**config.mk**
```make
export PLATFORM = sky130hd
export DESIGN_NAME = fbmux_alu
export DESIGN_NICKNAME = d
export VERILOG_FILES = /design/src/rtl/fbmux_alu_pkg.sv /design/src/rtl/fbmux_src_mux.sv /design/src/rtl/fbmux_reg.sv /design/src/rtl/fbmux_func_unit.sv /design/src/rtl/fbmux_alu.sv
export SDC_FILE = /design/constraint.sdc
export NUM_CORES = 1
export LEC_CHECK = 0
export BUFFER_PORTS_ARGS = -buffer_cell sky130_fd_sc_hd__clkbuf_2
export CORE_ASPECT_RATIO = 1.4
export CORE_MARGIN = 2
export CORE_UTILIZATION = 35
export CTS_BUF_LIST = sky130_fd_sc_hd__clkbuf_4 sky130_fd_sc_hd__clkbuf_8 sky130_fd_sc_hd__clkbuf_16
export DETAILED_ROUTE_END_ITERATION = 12
export PLACE_DENSITY = 0.58
export SLEW_MARGIN = 10
export SYNTH_ARGS = -nofsm -noshare
export SYNTH_HDL_FRONTEND = slang
export SYNTH_SLANG_ARGS = --single-unit
```
**constraint.sdc**
```tcl
create_clock -name clk_i -period 6.5 [get_ports clk_i]
set_input_delay 1.95 -clock clk_i [delete_from_list [all_inputs] [get_ports clk_i]]
set_output_delay 1.95 -clock clk_i [all_outputs]
set_load 0.005 [all_outputs]
```
**src/rtl/fbmux_alu_pkg.sv**
```systemverilog
package fbmux_alu_pkg;
  typedef enum logic [1:0] {
    SRC_IN  = 2'b00,
    SRC_A   = 2'b01,
    SRC_B   = 2'b10,
    SRC_RES = 2'b11
  } src_sel_e;

  typedef enum logic [2:0] {
    FN_PASS_A = 3'b000,
    FN_PASS_B = 3'b001,
    FN_NOT_A  = 3'b010,
    FN_AND    = 3'b011,
    FN_OR     = 3'b100,
    FN_ADD    = 3'b101,
    FN_SHL    = 3'b110,
    FN_SHR    = 3'b111
  } fn_sel_e;

  localparam int unsigned NUM_REGS = 2;
endpackage

```
**src/rtl/fbmux_src_mux.sv**
```systemverilog
module fbmux_src_mux
  import fbmux_alu_pkg::*;
#(
  parameter int unsigned WIDTH = 4
) (
  input  logic [1:0]       sel_i,
  input  logic [WIDTH-1:0] in_bus_i,
  input  logic [WIDTH-1:0] reg_a_i,
  input  logic [WIDTH-1:0] reg_b_i,
  input  logic [WIDTH-1:0] res_i,
  output logic [WIDTH-1:0] d_o
);
  src_sel_e sel;
  assign sel = src_sel_e'(sel_i);

  always_comb begin
    unique case (sel)
      SRC_IN:  d_o = in_bus_i;
      SRC_A:   d_o = reg_a_i;
      SRC_B:   d_o = reg_b_i;
      SRC_RES: d_o = res_i;
      default: d_o = in_bus_i;
    endcase
  end
endmodule

```
**src/rtl/fbmux_reg.sv**
```systemverilog
module fbmux_reg #(
  parameter int unsigned WIDTH = 4
) (
  input  logic             clk_i,
  input  logic             rst_ni,
  input  logic [WIDTH-1:0] d_i,
  output logic [WIDTH-1:0] q_o
);
  // no enable: hold is a mux selecting q_o back
  always_ff @(posedge clk_i or negedge rst_ni) begin
    if (!rst_ni) q_o <= '0;
    else         q_o <= d_i;
  end
endmodule

```
**src/rtl/fbmux_func_unit.sv**
```systemverilog
module fbmux_func_unit
  import fbmux_alu_pkg::*;
#(
  parameter int unsigned WIDTH = 4
) (
  input  logic [WIDTH-1:0] a_i,
  input  logic [WIDTH-1:0] b_i,
  input  logic [2:0]       fn_i,
  output logic [WIDTH-1:0] y_o
);
  localparam int unsigned SUM_W = WIDTH + 1;

  fn_sel_e          fn;
  logic [SUM_W-1:0] sum_full;
  logic [WIDTH-1:0] shl, shr;

  assign fn       = fn_sel_e'(fn_i);
  assign sum_full = {1'b0, a_i} + {1'b0, b_i};
  assign shl      = {a_i[WIDTH-2:0], 1'b0};
  assign shr      = {1'b0, a_i[WIDTH-1:1]};

  always_comb begin
    unique case (fn)
      FN_PASS_A: y_o = a_i;
      FN_PASS_B: y_o = b_i;
      FN_NOT_A:  y_o = ~a_i;
      FN_AND:    y_o = a_i & b_i;
      FN_OR:     y_o = a_i | b_i;
      FN_ADD:    y_o = sum_full[WIDTH-1:0]; // carry dropped
      FN_SHL:    y_o = shl;
      FN_SHR:    y_o = shr;
      default:   y_o = a_i;
    endcase
  end
endmodule

```
**src/rtl/fbmux_alu.sv**
```systemverilog
module fbmux_alu
  import fbmux_alu_pkg::*;
#(
  parameter int unsigned WIDTH = 4
) (
  input  logic             clk_i,
  input  logic             rst_ni,
  input  logic [WIDTH-1:0] in_bus_i,
  input  logic [1:0]       sel_a_i,
  input  logic [1:0]       sel_b_i,
  input  logic [2:0]       fn_sel_i,
  output logic [WIDTH-1:0] reg_a_o,
  output logic [WIDTH-1:0] reg_b_o,
  output logic [WIDTH-1:0] out_bus_o
);
  logic [NUM_REGS-1:0][WIDTH-1:0] q;
  logic [NUM_REGS-1:0][WIDTH-1:0] d;
  logic [NUM_REGS-1:0][1:0]       sel;
  logic [WIDTH-1:0]               res;

  assign sel[0] = sel_a_i;
  assign sel[1] = sel_b_i;

  for (genvar g = 0; g < NUM_REGS; g++) begin : g_reg
    fbmux_src_mux #(.WIDTH(WIDTH)) u_mux (
      .sel_i   (sel[g]),
      .in_bus_i(in_bus_i),
      .reg_a_i (q[0]),
      .reg_b_i (q[1]),
      .res_i   (res),
      .d_o     (d[g])
    );
    fbmux_reg #(.WIDTH(WIDTH)) u_reg (
      .clk_i (clk_i),
      .rst_ni(rst_ni),
      .d_i   (d[g]),
      .q_o   (q[g])
    );
  end

  fbmux_func_unit #(.WIDTH(WIDTH)) u_fu (
    .a_i (q[0]),
    .b_i (q[1]),
    .fn_i(fn_sel_i),
    .y_o (res)
  );

  assign reg_a_o   = q[0];
  assign reg_b_o   = q[1];
  assign out_bus_o = res;
endmodule

```
Word level (Yosys, flattened, before mapping)
Index checks and enable logic that the tools add are counted.
Storage, ports and cells
  bits in registers: 8
  bits in latches: 0
  RAM bits: 0
  memory bits (read-only): 0
  bits of input ports: 13
  output and inout bits: 12
  logic and storage cells: 25
  memories: 0
Operators by class
  $add $sub $neg: 1
  multipliers: 0
  divide/modulo/power cells: 0
  $lt $le $gt $ge: 0
  equal/unequal tests: 13
  shift operators: 0
  multiplexer cells: 3
  bitwise logic cells: 3
  reductions and logical operators: 3
Operator list (count)
  4-bit one-hot mux with 8 select lines: 1
  4-bit one-hot mux with 3 select lines: 2
  3-bit == test, second input constant: 4
  2-bit == test, second input constant: 4
  3-bit by 2-bit == test with 1-bit output, second input constant: 2
  4-bit adder: 1
  4-bit bitwise AND: 1
  2-bit by 1-bit == test with 1-bit output, second input constant: 2
  2-bit zero test: 2
  4-bit inverter: 1
  4-bit OR: 1
  3-bit by 1-bit == test with 1-bit output, second input constant: 1
  3-bit zero test: 1

Logic depth before layout (Yosys ltp)
  depth after elaboration: 3
  gate-level depth with buffers: 7
  depth with buffers taken out: 7

By module
From an unflattened synthesis, not the netlist that was laid out.
Unflattened totals
  cells, all modules: 77
  area, all modules: 880.8 µm²
By module, submodules not included
  fbmux_func_unit: times used 1, cells each 61, area an instance 470.5 µm², seq. area each 0.0 µm²
  fbmux_src_mux: times used 2, cells each 4, area an instance 105.1 µm², seq. area each 0.0 µm²
  fbmux_reg: times used 2, cells each 4, area an instance 100.1 µm², seq. area each 100.1 µm²

Least setup slack after synthesis
Ideal clock, no wire load.
  path kind: input to output
  start: input port fn_sel_i[2]
  end: output port out_bus_o[3]
  arrival time: 2886 ps
  data required time: 4550 ps
  path slack: 1664 ps
  stages on the path: 6
  path buffers: 1
  cell sequence: buf_2 nor2b_1 a221oi_1 a211oi_1 a32o_1 inv_1
On the way
  cells in the longest elaborated chain, start to end: 2
  elaborated cells on any way between the ends: 9
  classes of those cells: 7 x eq/ne; 1 x mux; 1 x reduce/logical
Ends and longest elaborated chain
  start: declaration: line fbmux_alu.sv:11  | input logic [2:0] fn_sel_i,
  3-bit == test (tied with other cells): line fbmux_func_unit.sv:23  | unique case (fn)
  4-bit one-hot mux with 8 select lines *: line fbmux_func_unit.sv:23
  end: declaration: line fbmux_alu.sv:14  | output logic [WIDTH-1:0] out_bus_o
Every way passes the cells marked *; elsewhere a longest branch is shown, timed or not.

Worst setup path in the final report
  start: input port fn_sel_i[0]
  end: output port out_bus_o[3]
Same word-level chain as after synthesis.

==> out/results.tsv <==
metric	value	unit
Final Hold Viols	0	
Slew Viols, Final	0	
via count	896	
Post-DP HPWL	1.83	mm
number of buffers created by CTS	3	
Lkg Pwr	0.000500	uW
Critical path origin	fn_sel_i[0]	
cell row count	21	
grt ovf	0	
Largest stage delay, worst path	340	ps
FF+latch count, synth	8	
fin crit share	0.810	
Place WS	1260	ps
WHS Path Cells	2	
cells along the critical path	clkbuf_2 -> inv_1 -> mux2_1 -> a211oi_1 -> a32o_1 -> inv_1 -> clkbuf_2	
latest clock arrival within the worst-skew pair	250	ps
post-layout minimum cycle time	5260	ps
Clock power frac	0.168	
CTS tree	yes	
final setup skew	4.83	ps
endpoints failing setup	0	
first-pass detailed-route iteration total	4	
Worst setup SP type	input pin	
CP max stage cell	mux2_1	
Top reg by flops	g.u_reg.q_o	
Area Overhead vs Synth	17.4	%
Rel. slew slack	0.652	
combinational share of power	0.490	
post-route ant nets	0	
met2 WL post-DR	1.12	mm
Routed wire per std cell	13.8	um
RR Startpoint	g_reg[0].u_reg.q_o[0]$_DFFE_PN0P_	
Fillers	247	
Top Registers	g.u_reg.q_o x8	
number of global-route vias before repair	838	
sequential fraction of the synthesis area	0.220	
DR vias/cell	5.57	
Worst Setup EP	out_bus_o[3]	
Die H	64.4	um
max_cap viols	0	
Crit. End Element	output port	
Syn Inst Count	106	
fmax	190	MHz
port bufs	24	
Avg Cell Area, Syn	8.59	um^2
unrepaired setup endpoints after global routing	no	
initial antenna violation count	0	
Critical Path RT	4550	ps
Total Wirelength	2.22	mm
max reg flops	8	
Post-Syn Nets	128	
first-pass GRT wire length	3.63	mm
layout cells sized above 1	0.283	
Die Wd	47.1	um
largest net degree at the start of global routing	14	
# diodes	0	
Arrival @ worst endpoint	3310	ps
met1 wire length	960	um
number of flops mapped to enable cells by yosys	0	
RD Place Congestion	0.807	
critical path fanouts, max	12	
Setup Fix Bufs, Post-CTS	0	
CORE AREA	0.00244	mm^2
ys flop type	dfrtp_1	
io pins	25	
design area	0.00107	mm^2
r2r setup slk	4240	ps
reg-to-reg endpoint	g_reg[1].u_reg.q_o[2]$_DFFE_PN0P_	
Cell variety after synth	37	
CTS Sinks	8	
Synth async-reset ratio	1.00	
Sw Share	0.400	
htree depth	1	
GRT Total Usage	0.160	
WS Path Type	in -> out	
P_int	134	uW
Yosys warning count	0	
peak supply drop	0.118	mV
CTS Hold Bufs	0	
CTS root buffer	clkbuf_4	
clock buffer depth	2	
pwr dens	209	mW/mm^2
area of the mapped netlist	911	um^2
Die Area	0.00303	mm^2
top sig layer	met4	
r2r worst-path depth	6	
worst min path class	reg -> reg	
# resized after CTS	0	
DRC	0	
status	finished, final reports clean	
metal3 WL	103	um
DP Area	0.00105	mm^2
Initial Utilization	0.373	
sw power	89.5	uW
initial drt markers	9	
Reg clk slew, reported paths	60	ps
Worst Max-Slew Pin Slew	518	ps
sequential share of power	0.342	
Layout Nets	151	
Sum Neg Setup Slack	0	ps
final worst-path setup slack	1240	ps
## power groups by stage
stage,sequential [uW],clock (uW),combinational [uW]
global route,78.6,41.3,124
floorplan,73.3,0,74.4
finish,76.6,37.7,110
CTS,76.3,38.9,111
detailed placement,77.0,0,110
global placement,76.7,0,109
## metal layers
metal / global-route usage / vias to the layer above
li1: - / 432
met1: 0.204 / 431
met2: 0.260 / 27
met3: 0.0169 / 6
met4: 0.0694 / 0
met5: 0 / -
## worst min-delay path by stage
stage / start / to / slack [ps]
3_5_place_dp: g_reg[1].u_reg.q_o[3]$_DFFE_PN0P_ / g_reg[0].u_reg.q_o[3]$_DFFE_PN0P_ / 620
4_1_cts: g_reg[1].u_reg.q_o[3]$_DFFE_PN0P_ / g_reg[0].u_reg.q_o[3]$_DFFE_PN0P_ / 640
5_1_grt: g_reg[1].u_reg.q_o[3]$_DFFE_PN0P_ / g_reg[0].u_reg.q_o[3]$_DFFE_PN0P_ / 710
3_3_place_gp: g_reg[1].u_reg.q_o[3]$_DFFE_PN0P_ / g_reg[1].u_reg.q_o[3]$_DFFE_PN0P_ / 630
6_report: g_reg[1].u_reg.q_o[3]$_DFFE_PN0P_ / g_reg[0].u_reg.q_o[3]$_DFFE_PN0P_ / 640
2_1_floorplan: g_reg[1].u_reg.q_o[3]$_DFFE_PN0P_ / g_reg[1].u_reg.q_o[3]$_DFFE_PN0P_ / 570
## worst max-delay path: cells and delay by family
family	cells	cell delay, ps
buffers and inverters	4	520
muxes	1	340
AOI/OAI and AO/OA	2	500
## area by class of cell
type	count	area (um^2)	share of cell area
Multi-Input combinational cell	79	636	0.594
Sequential cell	8	200	0.187
Inverter	13	48.8	0.0456
Timing Repair Buffer	24	120	0.112
Tap cell	34	42.5	0.0398
Clock buffer	3	22.5	0.0211
## placed cells by master (no fill, tap or decap), drive strengths merged
cell / instances
a21oi: 9
fa: 1
nor2b: 2
mux2i: 2
mux4: 5
mux2: 2
a41o: 1
a2bb2oi: 1
a32o: 1
a31oi: 1
clkbuf: 27
dfrtp: 8
o221ai: 2
and2: 1
a221oi: 2
nor2: 6
o32a: 2
nand2b: 1
ha: 8
a211oi: 3
xor2: 1
clkinv: 1
nand3: 1
nand3b: 3
inv: 12
nor3: 6
nand4: 1
o21ai: 7
nor4: 1
nand2: 9
## synth_stat cells, drive strengths merged, types with 2 or more instances
cell / count / share of area
mux2: 2 / 0.025
dfrtp: 8 / 0.22
nor2: 6 / 0.025
ha: 8 / 0.11
o221ai: 2 / 0.019
buf: 5 / 0.025
nand3b: 3 / 0.025
mux4: 5 / 0.13
inv: 12 / 0.049
nand2: 9 / 0.037
mux2i: 2 / 0.022
nor3: 6 / 0.033
nor2b: 2 / 0.014
o21ai: 7 / 0.043
o32a: 2 / 0.022
a211oi: 3 / 0.025
a221oi: 2 / 0.019
a21oi: 9 / 0.049
## cell families after synthesis
group | synth area share
AO/OA/AOI/OAI | 0.216
XOR/XNOR | 0.00962
adder cells (fa/ha/maj) | 0.132
buffers and inverters | 0.0824
flip-flops | 0.220
multiplexers | 0.174
AND/OR/NAND/NOR | 0.166
## through the flow
step	utilization	instances	hold slack, ps	power (uW)
finish	0.438	161	640	224
global route	0.438	161	711	244
CTS	0.438	161	641	226
detailed placement	0.429	158	620	187
global placement	0.429	158	630	186
floorplan	-	106	568	148
No activity file was read; power rests on OpenSTA's default activity.
